===== src/rtl/owm_pkg.sv =====
package owm_pkg;
  typedef enum logic [1:0] {
    OP_RESET = 2'b00,
    OP_WRITE = 2'b01,
    OP_READ  = 2'b10,
    OP_NONE  = 2'b11
  } op_e;

  typedef enum logic {
    ST_IDLE = 1'b0,
    ST_RUN  = 1'b1
  } state_e;
endpackage


===== src/rtl/owm_tick.sv =====
module owm_tick #(
  parameter int CLKS_PER_US = 50
) (
  input  logic clk,
  input  logic rst_n,
  input  logic clr,
  input  logic run,
  output logic tick
);
  localparam int DW = (CLKS_PER_US > 1) ? $clog2(CLKS_PER_US) : 1;
  localparam logic [DW-1:0] LAST = DW'(CLKS_PER_US - 1);

  logic [DW-1:0] cnt_q, cnt_d;

  always_comb begin
    tick  = run && (cnt_q == LAST);
    cnt_d = cnt_q;
    if (clr)       cnt_d = '0;
    else if (tick) cnt_d = '0;
    else if (run)  cnt_d = cnt_q + 1'b1;
  end

  always_ff @(posedge clk or negedge rst_n) begin
    if (!rst_n) cnt_q <= '0;
    else        cnt_q <= cnt_d;
  end
endmodule


===== src/rtl/owm_elapsed.sv =====
module owm_elapsed #(
  parameter int EW = 10
) (
  input  logic          clk,
  input  logic          rst_n,
  input  logic          clr,
  input  logic          tick,
  output logic [EW-1:0] elapsed
);
  logic [EW-1:0] cnt_d;

  always_comb begin
    cnt_d = elapsed;
    if (clr)       cnt_d = '0;
    else if (tick) cnt_d = elapsed + 1'b1;
  end

  always_ff @(posedge clk or negedge rst_n) begin
    if (!rst_n) elapsed <= '0;
    else        elapsed <= cnt_d;
  end
endmodule


===== src/rtl/owm_ctrl.sv =====
module owm_ctrl
  import owm_pkg::*;
#(
  parameter int EW         = 10,
  parameter int T_RST_LOW  = 480,
  parameter int T_RST_REC  = 480,
  parameter int T_PRES_SMP = 70,
  parameter int T_SLOT     = 60,
  parameter int T_REC      = 1,
  parameter int T_W1_LOW   = 5,
  parameter int T_RD_LOW   = 2,
  parameter int T_RD_SMP   = 13
) (
  input  logic          clk,
  input  logic          rst_n,
  input  logic          start,
  input  logic [1:0]    op,
  input  logic          wr_bit,
  input  logic          tick,
  input  logic [EW-1:0] elapsed,
  input  logic          line_in,
  output logic          clr,
  output logic          busy,
  output logic          done,
  output logic          rd_bit,
  output logic          presence,
  output logic          line_oe,
  output logic [1:0]    op_cur
);
  localparam logic [EW-1:0] LOW_RST  = EW'(T_RST_LOW);
  localparam logic [EW-1:0] LOW_W1   = EW'(T_W1_LOW);
  localparam logic [EW-1:0] LOW_W0   = EW'(T_SLOT);
  localparam logic [EW-1:0] LOW_RD   = EW'(T_RD_LOW);
  localparam logic [EW-1:0] SMP_RST  = EW'(T_RST_LOW + T_PRES_SMP - 1);
  localparam logic [EW-1:0] SMP_RD   = EW'(T_RD_SMP - 1);
  localparam logic [EW-1:0] END_RST  = EW'(T_RST_LOW + T_RST_REC - 1);
  localparam logic [EW-1:0] END_SLOT = EW'(T_SLOT + T_REC - 1);

  state_e        state_q, state_d;
  op_e           op_q, op_d;
  logic          bit_q, bit_d;
  logic          done_d, rd_d, pres_d;
  logic          accept, hit_end, hit_smp;
  logic [EW-1:0] low_lim, smp_pt, end_pt;

  // Per-operation limits
  always_comb begin
    unique case (op_q)
      OP_RESET: begin low_lim = LOW_RST; smp_pt = SMP_RST; end_pt = END_RST;  end
      OP_WRITE: begin low_lim = bit_q ? LOW_W1 : LOW_W0; smp_pt = '0; end_pt = END_SLOT; end
      OP_READ:  begin low_lim = LOW_RD;  smp_pt = SMP_RD;  end_pt = END_SLOT; end
      default:  begin low_lim = '0;      smp_pt = '0;      end_pt = END_SLOT; end
    endcase
  end

  assign busy    = (state_q == ST_RUN);
  assign accept  = !busy && start && (op_e'(op) != OP_NONE);
  assign clr     = accept;
  assign hit_end = busy && tick && (elapsed == end_pt);
  assign hit_smp = busy && tick && (elapsed == smp_pt);
  assign line_oe = busy && (elapsed < low_lim);
  assign op_cur  = op_q;

  // Next state
  always_comb begin
    state_d = state_q;
    op_d    = op_q;
    bit_d   = bit_q;
    done_d  = 1'b0;
    rd_d    = rd_bit;
    pres_d  = presence;
    unique case (state_q)
      ST_IDLE: begin
        if (accept) begin
          state_d = ST_RUN;
          op_d    = op_e'(op);
          bit_d   = wr_bit;
        end
      end
      ST_RUN: begin
        if (hit_smp && op_q == OP_RESET) pres_d = !line_in;
        if (hit_smp && op_q == OP_READ)  rd_d   = line_in;
        if (hit_end) begin
          state_d = ST_IDLE;
          done_d  = 1'b1;
        end
      end
      default: state_d = ST_IDLE;
    endcase
  end

  // Registers
  always_ff @(posedge clk or negedge rst_n) begin
    if (!rst_n) begin
      state_q  <= ST_IDLE;
      op_q     <= OP_NONE;
      bit_q    <= 1'b0;
      done     <= 1'b0;
      rd_bit   <= 1'b0;
      presence <= 1'b0;
    end else begin
      state_q  <= state_d;
      op_q     <= op_d;
      bit_q    <= bit_d;
      done     <= done_d;
      rd_bit   <= rd_d;
      presence <= pres_d;
    end
  end
endmodule


===== src/rtl/owm_engine.sv =====
module owm_engine
  import owm_pkg::*;
#(
  parameter int CLKS_PER_US = 50,
  parameter int T_RST_LOW   = 480,
  parameter int T_RST_REC   = 480,
  parameter int T_PRES_SMP  = 70,
  parameter int T_SLOT      = 60,
  parameter int T_REC       = 1,
  parameter int T_W1_LOW    = 5,
  parameter int T_RD_LOW    = 2,
  parameter int T_RD_SMP    = 13
) (
  input  logic       clk,
  input  logic       rst_n,
  input  logic       start,
  input  logic [1:0] op,
  input  logic       wr_bit,
  input  logic       line_in,
  output logic       line_oe,
  output logic       busy,
  output logic       done,
  output logic       rd_bit,
  output logic       presence
);
  localparam int MAX_US = (T_RST_LOW + T_RST_REC > T_SLOT + T_REC) ?
                          (T_RST_LOW + T_RST_REC) : (T_SLOT + T_REC);
  localparam int EW = $clog2(MAX_US + 2);

  logic          tick, clr;
  logic [EW-1:0] elapsed;
  logic [1:0]    op_cur;

  owm_tick #(.CLKS_PER_US(CLKS_PER_US)) u_tick (
    .clk(clk), .rst_n(rst_n), .clr(clr), .run(busy), .tick(tick)
  );

  owm_elapsed #(.EW(EW)) u_elapsed (
    .clk(clk), .rst_n(rst_n), .clr(clr), .tick(tick), .elapsed(elapsed)
  );

  owm_ctrl #(
    .EW(EW), .T_RST_LOW(T_RST_LOW), .T_RST_REC(T_RST_REC),
    .T_PRES_SMP(T_PRES_SMP), .T_SLOT(T_SLOT), .T_REC(T_REC),
    .T_W1_LOW(T_W1_LOW), .T_RD_LOW(T_RD_LOW), .T_RD_SMP(T_RD_SMP)
  ) u_ctrl (
    .clk(clk), .rst_n(rst_n), .start(start), .op(op), .wr_bit(wr_bit),
    .tick(tick), .elapsed(elapsed), .line_in(line_in), .clr(clr),
    .busy(busy), .done(done), .rd_bit(rd_bit), .presence(presence),
    .line_oe(line_oe), .op_cur(op_cur)
  );
endmodule


===== config.mk =====
export PLATFORM = sky130hd
export DESIGN_NAME = owm_engine
export DESIGN_NICKNAME = d
export VERILOG_FILES = /design/src/rtl/owm_pkg.sv /design/src/rtl/owm_tick.sv /design/src/rtl/owm_elapsed.sv /design/src/rtl/owm_ctrl.sv /design/src/rtl/owm_engine.sv
export SDC_FILE = /design/constraint.sdc
export NUM_CORES = 1
export LEC_CHECK = 0
export BUFFER_PORTS_ARGS = -buffer_cell sky130_fd_sc_hd__buf_2
export CORE_UTILIZATION = 45
export CTS_CLUSTER_DIAMETER = 60
export DETAILED_ROUTE_END_ITERATION = 10
export SLEW_MARGIN = 20
export SYNTH_ARGS = -nofsm -noshare
export SYNTH_HDL_FRONTEND = slang
export SYNTH_SLANG_ARGS = --single-unit
export TNS_END_PERCENT = 10

===== constraint.sdc =====
create_clock -name clk -period 2.9 [get_ports clk]
set_input_delay 0.29 -clock clk [delete_from_list [all_inputs] [get_ports clk]]
set_output_delay 0.29 -clock clk [all_outputs]
set_load 0.005 [all_outputs]

### Word level (Yosys, flattened, before mapping)

Cells that the tools add are included.

| word-level totals | value |
|---|---|
| bits in writable memories | 0 |
| word-level logic and storage cells | 49 |
| bits in latches | 0 |
| bits in read-only memories | 0 |
| memories kept | 0 |
| register bits | 23 |

| operators by class | value |
|---|---|
| $add $sub $neg | 2 |
| reduce and logical (&&, ||, !) cells | 17 |
| bitwise logic cells | 1 |
| $lt $le $gt $ge | 1 |
| $mul | 0 |
| muxes and demuxes | 14 |
| eq/ne operators | 6 |
| shifts and indexed selects | 0 |
| div/mod/pow operators | 0 |

Operator list:

| operator | count |
|---|---|
| 10-bit 2-to-1 mux | 3 |
| 10-bit one-hot mux with 3 select lines | 1 |
| 6-bit 2-to-1 mux | 4 |
| 10-bit == test | 2 |
| 10-bit one-hot mux with 2 select lines | 1 |
| 10-bit by 1-bit adder with 10-bit output (second input constant) | 1 |
| 10-bit < comparator | 1 |
| 1-bit logical AND | 9 |
| 6-bit by 1-bit adder with 6-bit output (second input constant) | 1 |
| 6-bit == test (second input constant) | 1 |
| 2-bit AND reduction | 3 |
| 1-bit 2-to-1 mux | 4 |
| 3-bit nonzero test | 1 |
| 2-bit by 1-bit == test with 1-bit output (second input constant) | 1 |
| 2-bit == test (second input constant) | 1 |
| 1-bit logical NOT | 2 |
| 2-bit logical NOT | 1 |
| 2-bit inequality test (second input constant) | 1 |
| 1-bit one-hot mux with 2 select lines | 1 |
| 2-bit nonzero test | 1 |
| 1-bit NOT | 1 |

### Longest topological paths before layout

Gate-level depths: netlist (run 1).

| depth | value |
|---|---|
| word-level depth | 6 |
| depth in mapped cells | 8 |
| mapped depth without buffers | 7 |

### Cells and area by module

Synthesis (run 1) repeated with hierarchy kept, for this count alone.

| second synthesis, totals | value |
|---|---|
| cell total of the unflattened synthesis | 144 |
| area, all modules | 1452.6 µm² |

Modules (own cells, without submodules):

| module | seq. area each (µm²) | area each (µm²) | cells each | instances |
|---|---|---|---|---|
| owm_ctrl | 177.7 | 604.3 | 62 | 1 |
| owm_elapsed | 250.2 | 495.5 | 47 | 1 |
| owm_tick | 150.1 | 352.8 | 35 | 1 |

### Worst setup path before layout (run 1)

OpenSTA, ideal clock, no wires.

| timing path | value |
|---|---|
| kind | reg2out |
| start | register u_ctrl.op_q[0] (netlist: u_ctrl.op_cur[0]) |
| end | output port line_oe |
| cell stages (with the launch flop) | 9 |
| slack | 0.661 ns |
| required time | 2.610 ns |
| arrival | 1.949 ns |
| buffers on the path | 1 |
| cell sequence | dfstp_2 -> buf_4 -> nand2b_1 -> or2_2 -> ha_1 -> a21o_1 -> a221oi_1 -> o21ai_0 -> a21oi_1 |

| on the way | value |
|---|---|
| cells in the longest elaborated chain, start to end | 4 |
| elaborated cells between the ends (all ways) | 6 |
| those cells by class | order compare (1); eq/ne (2); mux (1); reduce/logical (2) |

Ends and longest elaborated chain:

| item | RTL line | source |
|---|---|---|
| start: declaration | owm_ctrl.sv:40 | `op_e op_q, op_d;` |
| start signal: assignment | owm_ctrl.sv:103 | `op_q <= op_d;` |
| 2-bit == test (tied with other cells) | owm_ctrl.sv:48 | `unique case (op_q)` |
| 10-bit one-hot mux with 3 select lines * | owm_ctrl.sv:48 |  |
| 10-bit < comparator * | owm_ctrl.sv:61 | `assign line_oe = busy && (elapsed < low_lim);` |
| 1-bit logical AND * | owm_ctrl.sv:61 |  |
| end: declaration | owm_engine.sv:20 | `output logic line_oe,` |

Mark *: on every way between the ends. The rest lies on a longest branch, timed or not.

### Worst setup path after layout (run 1)

Same ends and word-level chain as after synthesis.

==> results_dict.tcl, run 1 <==
set metrics [dict create \
    die_area_sq_um 3340 \
    synthArstFlopShare_pct 100 \
    port_buffers 11 \
    place_congestion 0.784 \
    grt_pass1_wl_um 4850 \
    clockRootBuffer "clkbuf_4" \
    nNetsFinal 176 \
    fmax_mhz 366 \
    n_antenna_cell 0 \
    setup_viol 0 \
    core_area_sq_um 2850 \
    grt_use_total_pct 19.2 \
    grt.overflow.total 0 \
    synth.most_common_cell "dfrtp_1" \
    cts_made_buffers 3 \
    fin_crit_ps 2730 \
    synth_area_leaders "dfrtp_1, ha_1, xor2_1" \
    hold_viol 0 \
    slew_headroom_pct 64.7 \
    worstSetupStartpoint "u_ctrl.op_cur[0]$_DFFE_PN1P_" \
    crit_path_end_kind "primary output" \
    initial_utilization_pct 49.0 \
    hpwl_um 2080 \
    cts.path.max_buffers 2 \
    critPathLaunchType "register" \
    clk_latency_ps 320 \
    holdCritStartpoint "line_in" \
    clk_pin_slew_ps 130 \
    ys_seq_area_share_pct 41.3 \
    drive_gt1_share_pct 19.1 \
    fillers 269 \
    grt_pass1_vias 1064 \
    crit_fanout 6 \
    synthCells 143 \
    die_h_um 57.8 \
    finClkSkew_ps 7.42 \
    drtIter0Drc 36 \
    drtAntennaViolNets 0 \
    htreeDepth 1 \
    yosys.area.top_type "dfrtp_1" \
    antenna_found_initial 0 \
    drt-total-wl_um 2830 \
    synth_common_cells "dfrtp_1, nor2_1, ha_1, nand2_1, xor2_1" \
    r2r-start "u_ctrl.op_cur[0]$_DFFE_PN1P_" \
    path_class "reg2out" \
    cp.required_ps 2610 \
    via_count 1084 \
    die_x_um 57.8 \
    crit_path_max_incr_delay_ps 600 \
    cp_top_family "compound AO/OA/AOI/OAI gates" \
    worstMarginPinSlew_ps 530 \
    vias_per_cell 5.77 \
    remaining_drc_errors 1 \
    cp_slowest_cell "dfstp_2" \
    dr.pass1.iters 7 \
    grt_max_degree 24 \
    p_per_area_nw_per_um2 646 \
    synth_area_per_cell_sq_um 9.78 \
    dp_slack_ps 389 \
    cp_data_arrival_time_ps 2440 \
    wl_per_cell_um 15.1 \
    synth.top_cell.area_share_pct 37.6 \
    fp-row-count 19 \
    cts_num_sinks 23 \
    cts_tree "done" \
    cp.buffers_inverters 1 \
    hold_path.class "in2reg" \
    ios 12 \
    status "complete, but fails checks" \
    cap_viol_max_count 0 \
    syn_area_sq_um 1400 \
    synth_edf_count 0 \
    synth.distinct_cells 45 \
    peakVddDrop_v 0.000400 \
    fin_ws_ps 171 \
    yosysWarnings 0 \
    slew_violations 0 \
    syn-num-nets 161 \
    synth_ff_type "dfrtp_1" \
    area_growth_pct 9.48 \
    rsz0062_at_grt "no" \
    violations "DRC" \
    p_total_w 0.000990 \
    p_leak_nw 0.718 \
    path_cells "nand2b_1, or2_2, ha_1, a21o_1, a221oi_2, o21ai_0, a21oi_1, buf_2" \
    final.setup.tns_ps 0 \
    period_share_pct 94.1 \
    ys_ff_latch 23 \
]
## layout by cell type, fill, tap and decap left out, types with 2 or more instances in the layout
| cell type | Yosys | final |
|---|---|---|
| inv_1 | 4 | 4 |
| ha_1 | 11 | 11 |
| clkbuf_4 | 0 | 3 |
| buf_4 | 1 | 3 |
| dfstp_2 | 2 | 2 |
| and2_1 | 2 | 2 |
| nor2_1 | 16 | 16 |
| nand3_1 | 7 | 7 |
| mux2i_1 | 2 | 2 |
| nand2_1 | 11 | 11 |
| dfrtp_1 | 21 | 21 |
| xor2_1 | 10 | 10 |
| and4_1 | 2 | 2 |
| buf_2 | 3 | 11 |
| o21ai_0 | 3 | 3 |
| nor2b_1 | 3 | 3 |
| nand4_1 | 4 | 4 |
| mux2_2 | 3 | 3 |
| and3_1 | 4 | 4 |
| xnor2_1 | 3 | 3 |
| a21oi_1 | 4 | 4 |
| a21o_1 | 2 | 2 |
| or2_2 | 2 | 2 |
## where the power goes
| group | internal [W] | total [W] | leakage, nW | switching [W] |
|---|---|---|---|---|
| Sequential | 0.000398 | 0.000496 | 0.277 | 0.0000980 |
| Clock | 0.0000538 | 0.000152 | 0.0150 | 0.0000981 |
| Combinational | 0.000172 | 0.000342 | 0.426 | 0.000170 |
| Total | 0.000624 | 0.000990 | 0.718 | 0.000366 |
## state kept, by name, summed over array words and instances, names as in the netlist
register,cells
u_ctrl.bit_q,1
u_ctrl.busy,1
u_ctrl.done,1
u_ctrl.op_cur,2
u_ctrl.presence,1
u_ctrl.rd_bit,1
u_elapsed.elapsed,10
u_tick.cnt_q,6
## path summary, 6_finish.rpt
check                           depth (start not counted)  slack [ps]                          endpoint
worst min-delay path                                    2         150       u_ctrl.presence$_DFFE_PN0P_
worst max-delay path                                    8         170                           line_oe
max in group asynchronous                               2        2060      u_ctrl.op_cur[0]$_DFFE_PN1P_
worst max register to register                          6        1110         u_ctrl.rd_bit$_DFFE_PN0P_
min in group asynchronous                               2         460  u_elapsed.elapsed[6]$_DFFE_PN0P_
worst min register to register                          2         540       u_ctrl.presence$_DFFE_PN0P_
## what timing repair did
item	CTS	global route
endpoints found under the setup margin	0	1
buffers inserted	0	2
hold endpoints to repair	21	0
hold buffers	1	0
gates resized for setup	0	1
## worst reg2reg max path, delay by kind of cell (launching register included)
family	cells	cell delay, ps
buffers and inverters	1	120
DFF	1	600
muxes	1	310
AOI/OAI and AO/OA	1	170
and+or+nand+nor	3	490
## final cells by class
cell class / count / area (sq um) / share of cell area, %
repair buffers: 15 / 87.6 / 5.72
multi-input cells: 111 / 786 / 51.3
well taps: 31 / 38.8 / 2.53
flip-flops and latches: 23 / 578 / 37.7
inverters: 4 / 15.0 / 0.980
clock buffers: 4 / 26.3 / 1.72
## metrics by stage
step                      instance area [sq um]  hold WS, ps  util [%]  std cells
final                                      1530          149      53.7        188
after global routing                       1530          160      53.7        188
after CTS                                  1510          144      52.9        186
after detailed placement                   1470          300      51.7        181
after global placement                     1470          291      51.7        181
after floorplan                            1400        -5.59         -        143
## per-layer routing
layer	global-route usage [%]	vias to the layer above	part of all wire, %
li1	-	529	-
met1	24.7	535	46
met2	32.6	14	51
met3	2.46	6	2.2
met4	8.84	0	1.7
met5	0	-	0
## cells by family (layout without fill, tap and decap cells)
group                      after synthesis  after routing  synth area share (%)
AOI/OAI and AO/OA                       16             16                  7.16
xor gates and xnor gates                13             13                  8.14
adders and majority gates               11             11                  9.84
buffers and inverters                    9             23                  2.95
DFF                                     23             23                  41.3
muxes                                    6              6                  4.92
and+or+nand+nor                         65             65                  25.7
(Power assumes the default switching activity.)
==> inputs of run 2 (changes only) <==
--- a/config.mk
+++ b/config.mk
@@ -6,9 +6,10 @@
 export NUM_CORES = 1
 export LEC_CHECK = 0
 export BUFFER_PORTS_ARGS = -buffer_cell sky130_fd_sc_hd__buf_2
-export CORE_UTILIZATION = 45
+export CORE_UTILIZATION = 58
 export CTS_CLUSTER_DIAMETER = 60
 export DETAILED_ROUTE_END_ITERATION = 10
+export PLACE_DENSITY = 0.78
 export SLEW_MARGIN = 20
 export SYNTH_ARGS = -nofsm -noshare
 export SYNTH_HDL_FRONTEND = slang
==> run 2 against run 1 <==
The flow now finishes without violations. Total power is 0.90% lower. Worst hold slack better by 7.7 ps. Register-to-register slack worse by 40 ps. Final area is 0.16% lower. Largest power group unchanged. Highest routed layer unchanged.
==> results_dict.tcl, run 2 (synthesis results as in run 1) <==
set metrics [dict create \
    critPathLaunchType "register" \
    final.setup.tns_ps 0 \
    r2r-end "u_ctrl.rd_bit$_DFFE_PN0P_" \
    reg2reg_slack_ps 1070 \
    core_area_sq_um 2230 \
    cts_made_buffers 3 \
    netSwitchingPower_w 0.000359 \
    mostFrequentLayoutCell "dfrtp_1" \
    cts_tree "done" \
    global_route.usage.met3_pct 2.68 \
    pwr-share-clk_pct 14.8 \
    remaining_drc_errors 0 \
    p_per_area_nw_per_um2 642 \
    area_growth_pct 9.30 \
    antenna_found_initial 0 \
    cts.path.max_buffers 2 \
    slew_headroom_pct 66.0 \
    via_count 1061 \
    hpwl_um 1950 \
    vias_per_cell 5.74 \
    drtIter0Drc 13 \
    grt_max_degree 24 \
    nNetsFinal 176 \
    ios 12 \
    fmax_mhz 372 \
    dr.pass1.iters 4 \
    p_leak_nw 0.720 \
    cp.required_ps 2610 \
    die_area_sq_um 2610 \
    fin_crit_ps 2690 \
    rr_worst_depth 6 \
    holdWs_ps 156 \
    hold_path.class "in2reg" \
    crit_fanout 4 \
    min_delay_worst_endpoint "u_ctrl.presence$_DFFE_PN0P_" \
    crit_path_end_kind "primary output" \
    setup_viol 0 \
    fillers 185 \
    period_share_pct 92.8 \
    busiest_layer "met2" \
    clk_latency_ps 310 \
    die_h_um 51.1 \
    finClkSkew_ps 4.61 \
    clk_pin_slew_ps 120 \
    status "complete, no violations" \
    multi_input_area_sq_um 786 \
    path_class "reg2out" \
    switching_share_pct 36.6 \
    cap_viol_max_count 0 \
    worstMarginPinSlew_ps 511 \
    peakVddDrop_v 0.000482 \
    drtAntennaViolNets 0 \
    wl_per_cell_um 14.4 \
    place_area_sq_um 1470 \
    place_congestion 0.847 \
    regArea_sq_um 578 \
    fp-row-count 17 \
    drt-total-wl_um 2660 \
    p_seq_share_pct 50.5 \
    die_x_um 51.1 \
    grt_pass1_vias 999 \
    holdCritStartpoint "line_in" \
    drive_gt1_share_pct 19.7 \
    grt_pass1_wl_um 4470 \
    largest_register_ffs 10 \
    hold_viol 0 \
    grt_use_total_pct 23.3 \
    combPwrFrac_pct 34.7 \
    grt_use_met1_pct 32.1 \
    r2r-start "u_ctrl.op_cur[0]$_DFFE_PN1P_" \
    clockRootBuffer "clkbuf_4" \
    htreeDepth 1 \
    rsz0062_at_grt "no" \
    cp_data_arrival_time_ps 2400 \
    initial_utilization_pct 62.6 \
    holdPathStages 2 \
    grt.overflow.total 0 \
    slew_violations 0 \
    port_buffers 11 \
    globalRouteMet2Util_pct 37.5 \
    p_int_w 0.000622 \
    cts_num_sinks 23 \
    layout_common_cells "dfrtp_1, nor2_1, nand2_1, ha_1, buf_2" \
    largest_register "u_elapsed.elapsed" \
    stdcell_area_sq_um 1530 \
    n_antenna_cell 0 \
]
-- run 2: cell types whose count changed in the layout (fill, tap and decap cells not counted), sizes merged --
cell,change
clkbuf,-1
clkinv,+1
-- run 2: power by group through the flow --
stage	clock network, W	logic, W	registers (W)
final	0.000145	0.000341	0.000495
after floorplan	0	0.000266	0.000470
after CTS	0.000152	0.000321	0.000498
after global routing	0.000162	0.000394	0.000507
after detailed placement	0	0.000319	0.000504
after global placement	0	0.000301	0.000500
-- run 2: final cells by class --
class                      instances  share of cell area [%]
timing repair buffer              15                    5.73
clock inverter                     1                   0.327
tap                               28                    2.29
multi-input combinational        111                    51.4
inverter                           4                   0.982
sequential                        23                    37.8
clock buffer                       3                    1.47
-- run 2: worst max-delay path by stage --
stage,startpoint,to,slack [ps],depth (start not counted)
4_1_cts,u_ctrl.op_cur[0]$_DFFE_PN1P_,line_oe,80,8
3_5_place_dp,u_ctrl.op_cur[0]$_DFFE_PN1P_,line_oe,440,8
5_1_grt,u_ctrl.op_cur[0]$_DFFE_PN1P_,line_oe,50,8
3_3_place_gp,u_ctrl.op_cur[0]$_DFFE_PN1P_,line_oe,520,8
2_1_floorplan,u_ctrl.op_cur[0]$_DFFE_PN1P_,line_oe,660,8
6_report,u_ctrl.op_cur[0]$_DFFE_PN1P_,line_oe,210,8
-- run 2: worst max-delay path: stages, from the launching register on --
cell and delay, ps:
dfstp_2 580, nand2b_1 80, or2_2 300, ha_1 290, a21o_1 170, a221oi_2 280, o21ai_0 120, a21oi_1 150
buf_2 130
-- run 2: per-layer routing --
metal,share of wire [%],wire length (um)
met3,3.2,84
met5,0,0
met4,0.64,17
met2,49,1290
met1,48,1260
-- run 2: per-stage QoR --
stage | power (W) | cells | utilization, % | worst slack, ps
4_1_cts | 0.000971 | 183 | 67.5 | 80.9
3_5_place_dp | 0.000823 | 178 | 65.8 | 442
5_1_grt | 0.00106 | 185 | 68.5 | 46.3
2_1_floorplan | 0.000737 | 143 | - | 661
6_report | 0.000981 | 185 | 68.5 | 210
3_3_place_gp | 0.000801 | 178 | 65.8 | 523
-- run 2: repair_timing --
action                                 in CTS  in global routing
resized for setup                           0                  1
setup endpoints to repair                   0                  1
setup buffers                               0                  2
endpoints found under the hold margin      21                  0
hold buffers                                1                  0
==> inputs of run 3 (changes only) <==
--- a/config.mk
+++ b/config.mk
@@ -5,11 +5,11 @@
 export SDC_FILE = /design/constraint.sdc
 export NUM_CORES = 1
 export LEC_CHECK = 0
-export BUFFER_PORTS_ARGS = -buffer_cell sky130_fd_sc_hd__buf_2
-export CORE_UTILIZATION = 58
+export BUFFER_PORTS_ARGS = -buffer_cell sky130_fd_sc_hd__buf_4
+export CORE_UTILIZATION = 52
 export CTS_CLUSTER_DIAMETER = 60
 export DETAILED_ROUTE_END_ITERATION = 10
-export PLACE_DENSITY = 0.78
+export PLACE_DENSITY = 0.74
 export SLEW_MARGIN = 20
 export SYNTH_ARGS = -nofsm -noshare
 export SYNTH_HDL_FRONTEND = slang
==> constraint.sdc (replaced) <==
create_clock -name clk -period 2.2 [get_ports clk]
set_input_delay 0.22 -clock clk [delete_from_list [all_inputs] [get_ports clk]]
set_output_delay 0.22 -clock clk [all_outputs]
set_load 0.005 [all_outputs]
==> run 3 against run 2 <==
The run now ends with setup timing left. Die area rose by 11%. Register-to-register slack lost 690 ps. Total power grew 35%. Worst setup slack worse by 390 ps. Clock-buffer cell count did not move. Clock skew decreased by 3.9 ps. Combinational power is 42% higher. Final cell count is 2.2% higher. Flip-flop and latch count unchanged. Routed wire length grew 2.6%. Clock power is 32% higher.
==> results_dict.tcl, run 3 (synthesis results as in run 1) <==
set metrics [dict create \
    status "complete, but fails checks" \
    violations "setup timing" \
    p_total_w 0.00132 \
    nNetsFinal 178 \
    remaining_drc_errors 0 \
    cts.path.max_buffers 2 \
    hpwl_um 2090 \
    min_delay_worst_endpoint "u_ctrl.presence$_DFFE_PN0P_" \
    die_area_sq_um 2900 \
    cp_data_arrival_time_ps 2160 \
    rr_worst_depth 6 \
    r2r-start "u_ctrl.op_cur[1]$_DFFE_PN1P_" \
    grt_use_total_pct 21.2 \
    clockRootBuffer "clkbuf_4" \
    hold_viol 0 \
    dr.pass1.iters 4 \
    path_class "reg2out" \
    fmax_mhz 420 \
    period_share_pct 108 \
    r2r-end "u_ctrl.rd_bit$_DFFE_PN0P_" \
    grt_pass1_wl_um 4300 \
    initial_utilization_pct 56.0 \
    slew_violations 0 \
    critPathLaunchType "register" \
    die_x_um 53.9 \
    htreeDepth 1 \
    cts_made_buffers 3 \
    vias_per_cell 5.70 \
    fin_ws_ps -181 \
    largest_register "u_elapsed.elapsed" \
    busiest_layer "met2" \
    holdCritStartpoint "line_in" \
    via_count 1077 \
    p_per_area_nw_per_um2 831 \
    setup_viol 1 \
    largest_register_ffs 10 \
    peakVddDrop_v 0.000610 \
    drtAntennaViolNets 0 \
    reg2reg_slack_ps 380 \
    drtIter0Drc 9 \
    crit_fanout 2 \
    area_growth_pct 13.9 \
    holdPathStages 2 \
    worstMarginPinSlew_ps 569 \
    drive_gt1_share_pct 22.0 \
    slew_headroom_pct 62.0 \
    globalRouteMet2Util_pct 35.8 \
    die_h_um 53.9 \
    holdWs_ps 80.5 \
    crit_path_end_kind "primary output" \
    cts_num_sinks 23 \
    clk_latency_ps 310 \
    port_buffers 11 \
    cp.required_ps 1980 \
    p_leak_nw 0.742 \
    drt-total-wl_um 2730 \
    antenna_found_initial 0 \
    cap_viol_max_count 0 \
    rsz0062_at_grt "yes" \
    wl_per_cell_um 14.4 \
    fillers 213 \
    fp-row-count 18 \
    grt_pass1_vias 995 \
    fin_crit_ps 2380 \
    grt_max_degree 24 \
    layout_common_cells "dfrtp_1, nor2_1, buf_4" \
    worstSetupStartpoint "u_ctrl.op_cur[0]$_DFFE_PN1P_" \
    mostFrequentLayoutCell "dfrtp_1" \
    finClkSkew_ps 0.702 \
    cts_tree "done" \
    n_antenna_cell 0 \
    ios 12 \
    global_route.usage.met3_pct 4.24 \
    core_area_sq_um 2500 \
    hold_path.class "in2reg" \
    clk_pin_slew_ps 120 \
    grt.overflow.total 0 \
    place_congestion 0.873 \
    grt_use_met1_pct 27.0 \
]
run 3: changes by cell type in the layout (fill, tap and decap cells not counted):
cell | previous run | this run
buf_2 | 11 | 0
or2_2 | 2 | 1
a21oi_2 | 1 | 2
buf_4 | 3 | 16
ha_1 | 11 | 10
or2_4 | 0 | 1
a21oi_1 | 4 | 3
o21ai_0 | 3 | 1
ha_4 | 0 | 1
o21ai_1 | 1 | 3
run 3: cell type report:
type | count | area [sq um] | share of cell area, %
clock buffers | 3 | 22.5 | 1.41
clock inverters | 1 | 5.00 | 0.314
inverters | 4 | 15.0 | 0.943
multi-input cells | 111 | 805 | 50.5
flip-flops and latches | 23 | 578 | 36.3
well taps | 30 | 37.5 | 2.36
repair buffers | 17 | 130 | 8.17
run 3: routing by layer:
| layer | up-vias | wire length (um) | share of wire [%] |
|---|---|---|---|
| met5 | - | 0 | 0 |
| met4 | 0 | 12 | 0.44 |
| met3 | 2 | 117 | 4.3 |
| met2 | 24 | 1320 | 49 |
| met1 | 520 | 1270 | 47 |
| li1 | 531 | - | - |
run 3: where the power goes:
group          internal [W]  switching, W
Clock             0.0000680      0.000124
Combinational      0.000251      0.000234
Sequential         0.000524      0.000123
run 3: repair_timing:
item,CTS,global route
hold endpoints to repair,21,0
gates cloned,0,0
pin swaps,5,1
hold buffers,1,0
gates resized for setup,5,1
endpoints found under the setup margin,1,1
buffers inserted,0,0
run 3: through the flow:
stage,area (sq um),TNS [ps],setup WS [ps],instances,util [%]
final,1590,-181,-181,189,63.7
after global routing,1590,-291,-291,189,63.7
after CTS,1590,-185,-185,189,63.6
after detailed placement,1530,-15.5,-15.5,184,61.2
after global placement,1530,-7.47,-7.47,184,61.2
after floorplan,1400,0,30.9,143,-
run 3: critical path, stage by stage (launching register included):
cell      delay [ps]
dfstp_2          550
nand2b_1          70
or2_4            270
ha_1             260
and3_1           150
a221oi_2         220
o21ai_1           90
a21oi_1          120
buf_4            120
run 3: worst max-delay path by stage:
stage	to	depth (start not counted)	slack, ps
3_5_place_dp	line_oe	8	-20
2_1_floorplan	line_oe	8	30
3_3_place_gp	line_oe	8	-7
4_1_cts	line_oe	8	-180
5_1_grt	line_oe	8	-290
6_report	line_oe	8	-180
